`config.mk`:
```
export PLATFORM = sky130hd
export DESIGN_NAME = guarded_cfg_reg
export DESIGN_NICKNAME = d
export VERILOG_FILES = /design/src/rtl/gcr_pkg.sv /design/src/rtl/gcr_store_timer.sv /design/src/rtl/gcr_prot_decode.sv /design/src/rtl/gcr_frame_fsm.sv /design/src/rtl/guarded_cfg_reg.sv
export SDC_FILE = /design/constraint.sdc
export NUM_CORES = 1
export LEC_CHECK = 0
export ABC_CLOCK_PERIOD_IN_PS = 2500
export BUFFER_PORTS_ARGS = -buffer_cell sky130_fd_sc_hd__buf_2
export CORE_MARGIN = 3
export CORE_UTILIZATION = 45
export DETAILED_ROUTE_END_ITERATION = 10
export GPL_TIMING_DRIVEN = 0
export PLACE_DENSITY = 0.63
export SETUP_SLACK_MARGIN = 0.02
export SYNTH_ARGS = -nofsm -noshare
export SYNTH_HDL_FRONTEND = slang
export SYNTH_SLANG_ARGS = --single-unit
export TNS_END_PERCENT = 100
```
`constraint.sdc`:
```
create_clock -name clk -period 2.5 [get_ports clk]
set_input_delay 0.375 -clock clk [delete_from_list [all_inputs] [get_ports clk]]
set_output_delay 0.375 -clock clk [all_outputs]
set_load 0.03 [all_outputs]
```
`src/rtl/gcr_pkg.sv`:
```
package gcr_pkg;

    localparam int WORD_AW = 16;
    localparam logic [WORD_AW-1:0] REG_WORD = 16'hFFFF;
    localparam logic [7:0] CODE_SET_WEL  = 8'h02;
    localparam logic [7:0] CODE_SET_RWEL = 8'h06;

    typedef enum logic [3:0] {
        FS_IDLE,
        FS_DEVSEL,
        FS_ADDR_HI,
        FS_ADDR_LO,
        FS_WR_DATA,
        FS_WR_EXTRA,
        FS_RD_REG,
        FS_RD_DONE,
        FS_ARRAY,
        FS_IGNORE
    } frame_st_t;

    typedef enum logic [1:0] {
        PK_NONE,
        PK_SET_WEL,
        PK_SET_RWEL,
        PK_COMMIT
    } pend_t;

    typedef struct packed {
        logic       wpen;
        logic [1:0] wd;
        logic [2:0] bp;
    } nv_cfg_t;

    function automatic nv_cfg_t unpack_cfg(input logic [7:0] d);
        nv_cfg_t c;
        c.wpen = d[7];
        c.wd   = d[6:5];
        c.bp   = {d[0], d[4:3]};
        return c;
    endfunction

    function automatic logic [7:0] view_cfg(input nv_cfg_t c, input logic rw, input logic w);
        return {c.wpen, c.wd, c.bp[1:0], rw, w, c.bp[2]};
    endfunction

endpackage

```
`src/rtl/gcr_store_timer.sv`:
```
module gcr_store_timer #(
    parameter int TICKS = 5000
) (
    input  logic clk,
    input  logic rst_n,
    input  logic start,
    output logic busy,
    output logic done
);
    localparam int CW = $clog2(TICKS + 1);
    localparam logic [CW-1:0] LOAD = CW'(TICKS);

    logic [CW-1:0] cnt_q;

    always_ff @(posedge clk or negedge rst_n) begin
        if (!rst_n) begin
            cnt_q <= '0;
        end else if (start) begin
            cnt_q <= LOAD;
        end else if (cnt_q != '0) begin
            cnt_q <= cnt_q - 1'b1;
        end
    end

    assign busy = (cnt_q != '0);
    assign done = (cnt_q == CW'(1));

    AST_BUSY_HOLDS: assert property (@(posedge clk) disable iff (!rst_n)
        busy && !done && !start |=> busy);
    AST_DONE_ENDS: assert property (@(posedge clk) disable iff (!rst_n)
        done && !start |=> !busy);

endmodule

```
`src/rtl/gcr_prot_decode.sv`:
```
module gcr_prot_decode #(
    parameter int PAGE_BYTES  = 64,
    parameter int ARRAY_BYTES = 2048,
    localparam int ARR_AW = $clog2(ARRAY_BYTES)
) (
    input  logic [2:0]        bp,
    output logic              prot_any,
    output logic [ARR_AW-1:0] prot_base
);
    localparam logic [ARR_AW:0] ARR_SPAN  = (ARR_AW+1)'(ARRAY_BYTES);
    localparam logic [ARR_AW:0] PAGE_SPAN = (ARR_AW+1)'(PAGE_BYTES);

    logic [ARR_AW:0] span;
    logic [ARR_AW:0] diff;

    always_comb begin
        span      = '0;
        diff      = '0;
        prot_any  = 1'b0;
        prot_base = '0;
        unique case (bp)
            3'd0: begin
                prot_any = 1'b0;
            end
            3'd1, 3'd2, 3'd3, 3'd4: begin
                prot_any = 1'b1;
                span     = PAGE_SPAN << (bp - 3'd1);
                if (span < ARR_SPAN) begin
                    diff      = ARR_SPAN - span;
                    prot_base = diff[ARR_AW-1:0];
                end
            end
            default: begin
                prot_any = 1'b1;
            end
        endcase
    end

endmodule

```
`src/rtl/gcr_frame_fsm.sv`:
```
module gcr_frame_fsm
    import gcr_pkg::*;
#(
    parameter logic [3:0] DEV_ID = 4'b1010
) (
    input  logic        clk,
    input  logic        rst_n,
    input  logic        bus_start,
    input  logic        bus_stop,
    input  logic        rx_valid,
    input  logic [7:0]  rx_byte,
    input  logic        tx_req,
    input  logic        busy,
    input  logic        wel,
    input  logic        rwel,
    input  logic [7:0]  reg_view,
    output logic        ack_valid,
    output logic        ack_ok,
    output logic        tx_valid,
    output logic [7:0]  tx_byte,
    output logic        arr_sel,
    output logic        act,
    output pend_t       act_kind,
    output logic [7:0]  act_data
);
    frame_st_t          st_q, st_d;
    pend_t              pend_q, pend_d;
    logic [7:0]         stage_q, stage_d;
    logic [7:0]         hi_q, hi_d;
    logic [WORD_AW-1:0] ptr_q, ptr_d;
    logic               ackv_d, acko_d, txv_d, act_d;
    logic [7:0]         txb_d;

    function automatic pend_t classify(input logic [7:0] d, input logic w, input logic rw);
        if (w && rw && d[2:1] == 2'b00) return PK_COMMIT;
        else if (d == CODE_SET_WEL)    return PK_SET_WEL;
        else if (d == CODE_SET_RWEL && w) return PK_SET_RWEL;
        else                           return PK_NONE;
    endfunction

    // next state and decisions
    always_comb begin
        st_d    = st_q;
        pend_d  = pend_q;
        stage_d = stage_q;
        hi_d    = hi_q;
        ptr_d   = ptr_q;
        ackv_d  = 1'b0;
        acko_d  = 1'b0;
        txv_d   = 1'b0;
        txb_d   = 8'h00;
        act_d   = 1'b0;
        if (bus_stop) begin
            act_d  = (pend_q != PK_NONE);
            pend_d = PK_NONE;
            st_d   = FS_IDLE;
        end else if (bus_start) begin
            pend_d = PK_NONE;
            st_d   = FS_DEVSEL;
        end else if (rx_valid) begin
            unique case (st_q)
                FS_DEVSEL: begin
                    ackv_d = 1'b1;
                    if (busy || rx_byte[7:4] != DEV_ID) begin
                        st_d = FS_IGNORE;
                    end else begin
                        acko_d = 1'b1;
                        if (rx_byte[0])
                            st_d = (ptr_q == REG_WORD) ? FS_RD_REG : FS_ARRAY;
                        else
                            st_d = FS_ADDR_HI;
                    end
                end
                FS_ADDR_HI: begin
                    ackv_d = 1'b1;
                    acko_d = 1'b1;
                    hi_d   = rx_byte;
                    st_d   = FS_ADDR_LO;
                end
                FS_ADDR_LO: begin
                    ackv_d = 1'b1;
                    acko_d = 1'b1;
                    ptr_d  = {hi_q, rx_byte};
                    st_d   = ({hi_q, rx_byte} == REG_WORD) ? FS_WR_DATA : FS_ARRAY;
                end
                FS_WR_DATA: begin
                    ackv_d  = 1'b1;
                    acko_d  = 1'b1;
                    stage_d = rx_byte;
                    pend_d  = classify(rx_byte, wel, rwel);
                    st_d    = FS_WR_EXTRA;
                end
                FS_WR_EXTRA: begin
                    ackv_d = 1'b1;
                    acko_d = 1'b0;
                end
                FS_IDLE, FS_RD_REG, FS_RD_DONE, FS_ARRAY, FS_IGNORE: begin
                    st_d = st_q;
                end
            endcase
        end else if (tx_req && st_q == FS_RD_REG) begin
            txv_d = 1'b1;
            txb_d = reg_view;
            st_d  = FS_RD_DONE;
        end
    end

    // state register
    always_ff @(posedge clk or negedge rst_n) begin
        if (!rst_n) begin
            st_q    <= FS_IDLE;
            pend_q  <= PK_NONE;
            stage_q <= 8'h00;
            hi_q    <= 8'h00;
            ptr_q   <= '0;
        end else begin
            st_q    <= st_d;
            pend_q  <= pend_d;
            stage_q <= stage_d;
            hi_q    <= hi_d;
            ptr_q   <= ptr_d;
        end
    end

    // registered outputs
    always_ff @(posedge clk or negedge rst_n) begin
        if (!rst_n) begin
            ack_valid <= 1'b0;
            ack_ok    <= 1'b0;
            tx_valid  <= 1'b0;
            tx_byte   <= 8'h00;
            act       <= 1'b0;
            act_kind  <= PK_NONE;
            act_data  <= 8'h00;
        end else begin
            ack_valid <= ackv_d;
            ack_ok    <= acko_d;
            tx_valid  <= txv_d;
            tx_byte   <= txb_d;
            act       <= act_d;
            act_kind  <= pend_q;
            act_data  <= stage_q;
        end
    end

    assign arr_sel = (st_q == FS_ARRAY);

    AST_ONE_READ_BYTE: assert property (@(posedge clk) disable iff (!rst_n)
        tx_valid |=> !tx_valid);
    AST_EXTRA_NACK: assert property (@(posedge clk) disable iff (!rst_n)
        st_q == FS_WR_EXTRA && rx_valid && !bus_start && !bus_stop
        |=> ack_valid && !ack_ok);
    AST_ARRAY_NO_ACK: assert property (@(posedge clk) disable iff (!rst_n)
        arr_sel && rx_valid && !bus_start && !bus_stop |=> !ack_valid);

endmodule

```
`src/rtl/guarded_cfg_reg.sv`:
```
module guarded_cfg_reg
    import gcr_pkg::*;
#(
    parameter int         PAGE_BYTES  = 64,
    parameter int         ARRAY_BYTES = 2048,
    parameter int         BUSY_TICKS  = 5000,
    parameter logic [3:0] DEV_ID      = 4'b1010,
    parameter logic [5:0] NV_DEFAULT  = 6'b000000,
    localparam int        ARR_AW      = $clog2(ARRAY_BYTES),
    localparam int        PAGE_AW     = $clog2(PAGE_BYTES)
) (
    input  logic              clk,
    input  logic              rst_n,
    input  logic              cold_n,
    input  logic              bus_start,
    input  logic              bus_stop,
    input  logic              rx_valid,
    input  logic [7:0]        rx_byte,
    input  logic              tx_req,
    output logic              ack_valid,
    output logic              ack_ok,
    output logic              tx_valid,
    output logic [7:0]        tx_byte,
    output logic              arr_sel,
    output logic              busy,
    output logic [1:0]        wdog_sel,
    output logic              wp_enable,
    output logic              prot_any,
    output logic [ARR_AW-1:0] prot_base
);
    nv_cfg_t    nv_q, nv_next_q;
    logic       wel_q, rwel_q;
    logic       act;
    pend_t      act_kind;
    logic [7:0] act_data;
    logic       tmr_start, tmr_done;
    logic [7:0] reg_view;

    assign reg_view  = view_cfg(nv_q, rwel_q, wel_q);
    assign tmr_start = act && (act_kind == PK_COMMIT);

    gcr_frame_fsm #(.DEV_ID(DEV_ID)) u_fsm (
        .clk       (clk),
        .rst_n     (rst_n),
        .bus_start (bus_start),
        .bus_stop  (bus_stop),
        .rx_valid  (rx_valid),
        .rx_byte   (rx_byte),
        .tx_req    (tx_req),
        .busy      (busy),
        .wel       (wel_q),
        .rwel      (rwel_q),
        .reg_view  (reg_view),
        .ack_valid (ack_valid),
        .ack_ok    (ack_ok),
        .tx_valid  (tx_valid),
        .tx_byte   (tx_byte),
        .arr_sel   (arr_sel),
        .act       (act),
        .act_kind  (act_kind),
        .act_data  (act_data)
    );

    gcr_store_timer #(.TICKS(BUSY_TICKS)) u_tmr (
        .clk   (clk),
        .rst_n (rst_n),
        .start (tmr_start),
        .busy  (busy),
        .done  (tmr_done)
    );

    gcr_prot_decode #(.PAGE_BYTES(PAGE_BYTES), .ARRAY_BYTES(ARRAY_BYTES)) u_prot (
        .bp        (nv_q.bp),
        .prot_any  (prot_any),
        .prot_base (prot_base)
    );

    // volatile write latches
    always_ff @(posedge clk or negedge rst_n) begin
        if (!rst_n) begin
            wel_q  <= 1'b0;
            rwel_q <= 1'b0;
        end else if (act) begin
            unique case (act_kind)
                PK_SET_WEL:  wel_q  <= 1'b1;
                PK_SET_RWEL: rwel_q <= 1'b1;
                PK_COMMIT: begin
                    wel_q  <= 1'b0;
                    rwel_q <= 1'b0;
                end
                PK_NONE: wel_q <= wel_q;
            endcase
        end
    end

    // nonvolatile image: survives rst_n, restored by cold_n
    always_ff @(posedge clk or negedge cold_n) begin
        if (!cold_n) begin
            nv_q      <= nv_cfg_t'(NV_DEFAULT);
            nv_next_q <= nv_cfg_t'(NV_DEFAULT);
        end else begin
            if (tmr_start) nv_next_q <= unpack_cfg(act_data);
            if (tmr_done)  nv_q      <= nv_next_q;
        end
    end

    assign wdog_sel  = nv_q.wd;
    assign wp_enable = nv_q.wpen;

    AST_NV_ONLY_ON_DONE: assert property (@(posedge clk) disable iff (!cold_n)
        !$past(tmr_done) |-> $stable(nv_q));
    AST_COMMIT_CLEARS: assert property (@(posedge clk) disable iff (!rst_n)
        tmr_start |=> !wel_q && !rwel_q);
    AST_RWEL_NEEDS_WEL: assert property (@(posedge clk) disable iff (!rst_n)
        rwel_q |-> wel_q);
    AST_BUSY_REFUSES: assert property (@(posedge clk) disable iff (!rst_n)
        ack_valid && $past(busy) |-> !ack_ok);
    AST_PROT_PAGE_ALIGNED: assert property (@(posedge clk) disable iff (!rst_n)
        prot_any |-> prot_base[PAGE_AW-1:0] == '0);

endmodule

```
## Word level (Yosys, flattened, before mapping)

Cells that the tools add are included.

- Equality and inequality tests: 21
- Shift-type cells: 1
- Multiply operators: 0
- Bitwise logic cells: 2
- Reduce and logical (&&, ||, !) cells: 26
- Add/subtract/negate cells: 3
- Multiplexer cells: 41
- Magnitude comparators: 1
- Div/mod/pow operators: 0

Operators with widths:

| operator | number |
|---|---|
| $eq A16 B16 Y1 const B | 2 |
| $mux W4 | 8 |
| $mux W8 | 4 |
| $mux W13 | 2 |
| $mux W11 | 2 |
| $pmux W4 S4 | 1 |
| $mux W1 | 14 |
| $mux W2 | 7 |
| $eq A13 B1 Y1 const B | 1 |
| $reduce_bool A13 Y1 | 1 |
| $sub A13 B1 Y13 const B | 1 |
| $eq A4 B3 Y1 const B | 3 |
| $lt A12 B12 Y1 const B | 1 |
| $reduce_and A4 Y1 | 3 |
| $shl A7 B3 Y12 const A | 1 |
| $sub A1 B11 Y11 const A | 1 |
| $eq A4 B2 Y1 const B | 2 |
| $eq A8 B2 Y1 const B | 1 |
| $eq A8 B3 Y1 const B | 1 |
| $reduce_and A2 Y1 | 4 |
| $reduce_bool A2 Y1 | 4 |
| $ne A7 B3 Y1 const B | 1 |
| $eq A3 B2 Y1 const B | 2 |
| $pmux W1 S2 | 3 |
| 18 further kinds | 25 |

- Memory bits (writable): 0
- Memories kept: 0
- Bits of input ports: 15
- Latch bits: 0
- Bits in registers: 87
- Memory bits (read-only): 0
- Word-level logic and storage cells: 116

## Logic depth before layout (Yosys ltp)

- Depth after elaboration: 9
- Gate-level depth with buffers: 10

## Modules after synthesis

Synthesis repeated with hierarchy kept, for this count alone.

- Cell total of the unflattened synthesis: 332
- Area total of the unflattened synthesis: 4,060.1 um^2

Modules (own cells, without submodules):

| module | area an instance (um^2) | cells an instance | seq. area each (um^2) | times used |
|---|---|---|---|---|
| gcr_frame_fsm | 2,481.1 | 180 | 1,501.4 | 1 |
| gcr_store_timer | 735.7 | 74 | 325.3 | 1 |
| guarded_cfg_reg | 561.8 | 37 | 350.3 | 1 |
| gcr_prot_decode | 281.5 | 41 | 0.0 | 1 |

## Least setup slack after synthesis

No wires, ideal clock.

- Path kind: register to output
- Start point: register nv_q[2] in the netlist's numbering
- End point: output prot_base[10]
- Data arrival time: 2.382 ns
- Cell stages (with the launch flop): 11
- Path slack: -0.257 ns
- Buffers on the path: 2
- Cells stage by stage: dfrtp_1 clkbuf_1 inv_1 ha_1 clkbuf_1 nand3b_1 ha_1 nand2b_1 maj3_1 a21oi_1 o22ai_1

- Word-level cells in the longest chain between the ends: 5

RTL lines:

| element | RTL line | RTL |
|---|---|---|
| start, declared | guarded_cfg_reg.sv:31 | `nv_cfg_t nv_q, nv_next_q;` |
| start signal, assigned | guarded_cfg_reg.sv:99 | `nv_q <= nv_cfg_t'(NV_DEFAULT);` |
| start signal, assigned | guarded_cfg_reg.sv:103 | `if (tmr_done) nv_q <= nv_next_q;` |
| $sub A3 B1 Y3 | gcr_prot_decode.sv:27 | `span = PAGE_SPAN << (bp - 3'd1);` |
| $shl A7 B3 Y12 | gcr_prot_decode.sv:27 |  |
| $sub A1 B11 Y11 / $lt A12 B12 Y1 (equally long branches) | gcr_prot_decode.sv:29, gcr_prot_decode.sv:28 |  |
| $mux W11 | gcr_prot_decode.sv:28 | `if (span < ARR_SPAN) begin` |
| $mux W11 (*) | gcr_prot_decode.sv:21 | `unique case (bp)` |
| end, declared | guarded_cfg_reg.sv:29 | `output logic [ARR_AW-1:0] prot_base` |

Every way passes the cells marked *; elsewhere a longest branch is shown, timed or not.

## Worst setup path after layout

Same ends and word-level chain as after synthesis.

==> impl_metrics.json <==
{
  "outcome": "finished with violations",
  "violations": "negative setup slack",
  "setup_viol": 2,
  "routed_wirelength_microns": 7820,
  "critical_path_class": "flop to primary output",
  "critPathLaunch": "nv_q[2]",
  "antenna_cells": 0,
  "clock_skew_ps": 14.3,
  "timing.final.crit_period_ps": 2610,
  "synthesis.area_sq_um": 3860,
  "synth_top_flop_cell": "dfrtp_1",
  "drc": 0,
  "hold_path_class": "primary input to asynchronous set/reset pin",
  "core_region_area_sq_um": 8260,
  "firstDrtPassIters": 4,
  "synth-async-reset-ratio": 1.00,
  "timing.hold.ws_ps": 130,
  "overflow": 0,
  "die_w_microns": 98.6,
  "rr_endpoint": "nv_q[1]",
  "worst_pin_slew_ps": 885,
  "pwr-share-seq": 0.534,
  "gp_congestion": 0.862,
  "startpoint_type": "flop",
  "synth_top_area_cell": "dfrtp_1",
  "grt_pass1_wl_microns": 12900,
  "mostFrequentLayoutCells": "dfrtp_1 (82), buf_2 (37), mux2_2 (35), nand2_1 (34), buf_4 (25)",
  "crit_path_end_kind": "primary output",
  "drv_cap": 0,
  "antenna_found_initial": 0,
  "rows": 33,
  "initial_utilization": 0.467,
  "cp_data_required_time_ps": 2120,
  "ir_worst_vdd_uv": 314,
  "path_cells": "buf_8 -> inv_4 -> ha_4 -> nand3_1 -> ha_4 -> nand2b_4 -> maj3_2 -> a21oi_2 -> o22ai_2 -> buf_6",
  "combPwrFrac": 0.061,
  "fin_area_sq_um": 4640,
  "io_buffer_count": 36,
  "synth.top_cell.area_share": 0.539,
  "leakage_uw": 0.00236,
  "avgViaCountPerCell": 5.40,
  "die_area_sq_um": 9720,
  "synthToLayoutAreaGrowth_pct": 20.4,
  "slew_headroom": 0.410,
  "drt_iter0_markers": 58,
  "ant_nets": 0,
  "cts_buffer_depth": 2,
  "hold_viol": 0,
  "powerDensity_nw_per_um2": 573,
  "cts_tree": "done",
  "final_common_cell": "dfrtp_1",
  "io_pins": 43,
  "clk_pin_slew_ps": 90,
  "synth_edf_count": 0,
  "h-tree-depth": 3,
  "grt_pass1_vias": 2673,
  "finalNetCount": 427,
  "grt_usage": 0.164,
  "crit_top_cell": "ha_4",
  "r2r_start": "u_tmr.cnt_q[5]",
  "wl_per_cell_microns": 15.2,
  "post-route-period-util": 1.04,
  "stdcell_count": 516,
  "p_sw_uw": 630,
  "yosysWarnings": 0,
  "placed_cells": 486,
  "drive_gt1_frac": 0.353,
  "fmax_mhz": 384,
  "fin_ws_ps": -106,
  "syn-instance-count": 340,
  "cp_slowest_cell": "dfrtp_1",
  "worstPathMaxFanout": 4,
  "p_sw_frac": 0.237,
  "vias": 2788,
  "insertion_delay_ps": 350,
  "crit_path_max_incr_delay_ps": 410,
  "yosysSeqAreaShare": 0.539,
  "cts_inserted_buffers": 9,
  "yosys-top-cells-area": "dfrtp_1 (54%), mux2_2 (10%), nand2_1 (3.3%)",
  "arrival_ps": 2230,
  "slew_violations": 0,
  "die_h_microns": 98.6,
  "p_int_uw": 2030,
  "synth_seq_cells": 83,
  "rr_worst_depth": 5,
  "post-route-util": 0.562,
  "regToRegSetupSlack_ps": 400,
  "cp-endpoint": "prot_base[10]",
  "rsz0062_at_grt": "yes",
  "synth_area_per_cell_sq_um": 11.3,
  "clkPwrFrac": 0.405,
  "place_area_sq_um": 4230,
  "ys_types": 61,
  "clk_root_buffer_cell": "clkbuf_8",
  "dpl.hpwl_microns": 5180,
  "pre_cts_ws_ps": -237,
  "grt_max_degree": 72,
  "cts.sinks": 83
}
[metal layers]
layer | vias up | wire length [microns] | track usage
met1 | 1380 | 3680 | 0.224
met3 | 10 | 300 | 0.0347
met4 | 0 | 90 | 0.0504
met2 | 48 | 3750 | 0.266
met5 | - | 0 | 0
li1 | 1350 | - | -
[worst min-delay path by stage]
stage                start        endpoint  slack [ps]  depth (start not counted)
global route         rst_n  u_tmr.cnt_q[6]         190                          1
finish               rst_n  u_tmr.cnt_q[7]         130                          1
floorplan           cold_n    nv_next_q[0]          80                          0
CTS                  rst_n  u_tmr.cnt_q[7]         170                          1
global placement    cold_n     wdog_sel[1]         270                          1
detailed placement  cold_n     wdog_sel[1]         270                          1
[cells in the mapped netlist (2+ instances only)]
cell type	instances
dfrtp_1	83
or4_1	6
nand4_1	9
a21oi_1	12
o31ai_1	5
and2_1	10
or3_2	2
nor3_1	2
mux2_2	35
nor4b_1	3
o221a_2	2
nor2_2	2
and3_1	2
clkbuf_1	8
a211oi_1	4
nand3b_1	3
xnor2_1	2
a21o_1	2
inv_1	9
nand2_1	34
buf_4	8
nor4_1	6
or3b_1	2
a31oi_1	3
nor3b_1	4
ha_1	6
buf_2	5
nor2_1	11
a221oi_1	2
nor2b_1	3
o21ai_0	13
o21a_1	2
o22ai_1	2
nand3_1	7
nand2b_1	5
[registers in the layout, summed over array words and instances (netlist names), 3 cells and up]
register,cells
u_fsm.tx_byte,8
u_fsm.act_data,6
nv_next_q,6
u_fsm.stage_q,6
u_tmr.cnt_q,13
u_fsm.st_q,4
u_fsm.hi_q,8
nv_q,3
u_fsm.ptr_q,16
[worst max-delay path, delay by kind of cell (launching register included)]
kind | cells | cell delay [ps]
AO/OA/AOI/OAI | 2 | 230
flip-flops | 1 | 410
AND/OR/NAND/NOR | 2 | 220
buffers and inverters | 3 | 330
adder cells (fa/ha/maj) | 3 | 700
[per-stage QoR]
stage | setup TNS [ps] | total power (uW)
finish | -144 | 2660
global route | -413 | 2770
CTS | -246 | 2690
detailed placement | -237 | 1610
global placement | -180 | 1610
floorplan | 0 | 1540
[layout make-up]
class / instances / area (sq um)
multi-input combinational: 230 / 1700
timing repair buffer: 53 / 328
inverter: 9 / 36.3
buffer: 20 / 146
clock buffer: 9 / 124
tap: 105 / 131
clock inverter: 7 / 101
fill: 741 / 3610
sequential: 83 / 2080
[power groups by stage]
| stage | registers (uW) | logic [uW] | clock network (uW) |
|---|---|---|---|
| 6_report | 1420 | 162 | 1080 |
| 5_1_grt | 1430 | 181 | 1160 |
| 4_1_cts | 1420 | 165 | 1100 |
| 3_5_place_dp | 1450 | 163 | 0 |
| 3_3_place_gp | 1450 | 161 | 0 |
| 2_1_floorplan | 1440 | 97.0 | 0 |
[cell families after synthesis]
group                    Yosys count  share of synthesized area
AND/OR/NAND/NOR                  123                      0.187
flip-flops                        83                      0.539
AO/OA/AOI/OAI                     55                     0.0931
multiplexers                      36                      0.105
buffers and inverters             32                     0.0467
adder cells (fa/ha/maj)            7                     0.0221
XOR/XNOR                           3                    0.00682
other                              1                   0.000972
[what timing repair did]
action	in CTS	in global routing
pin swaps	7	8
buffers inserted	7	9
setup endpoints to repair	4	4
resized for setup	13	8
hold endpoints to repair	12	0
hold buffers	1	0
Note: power is estimated with default switching activity, not from simulation.
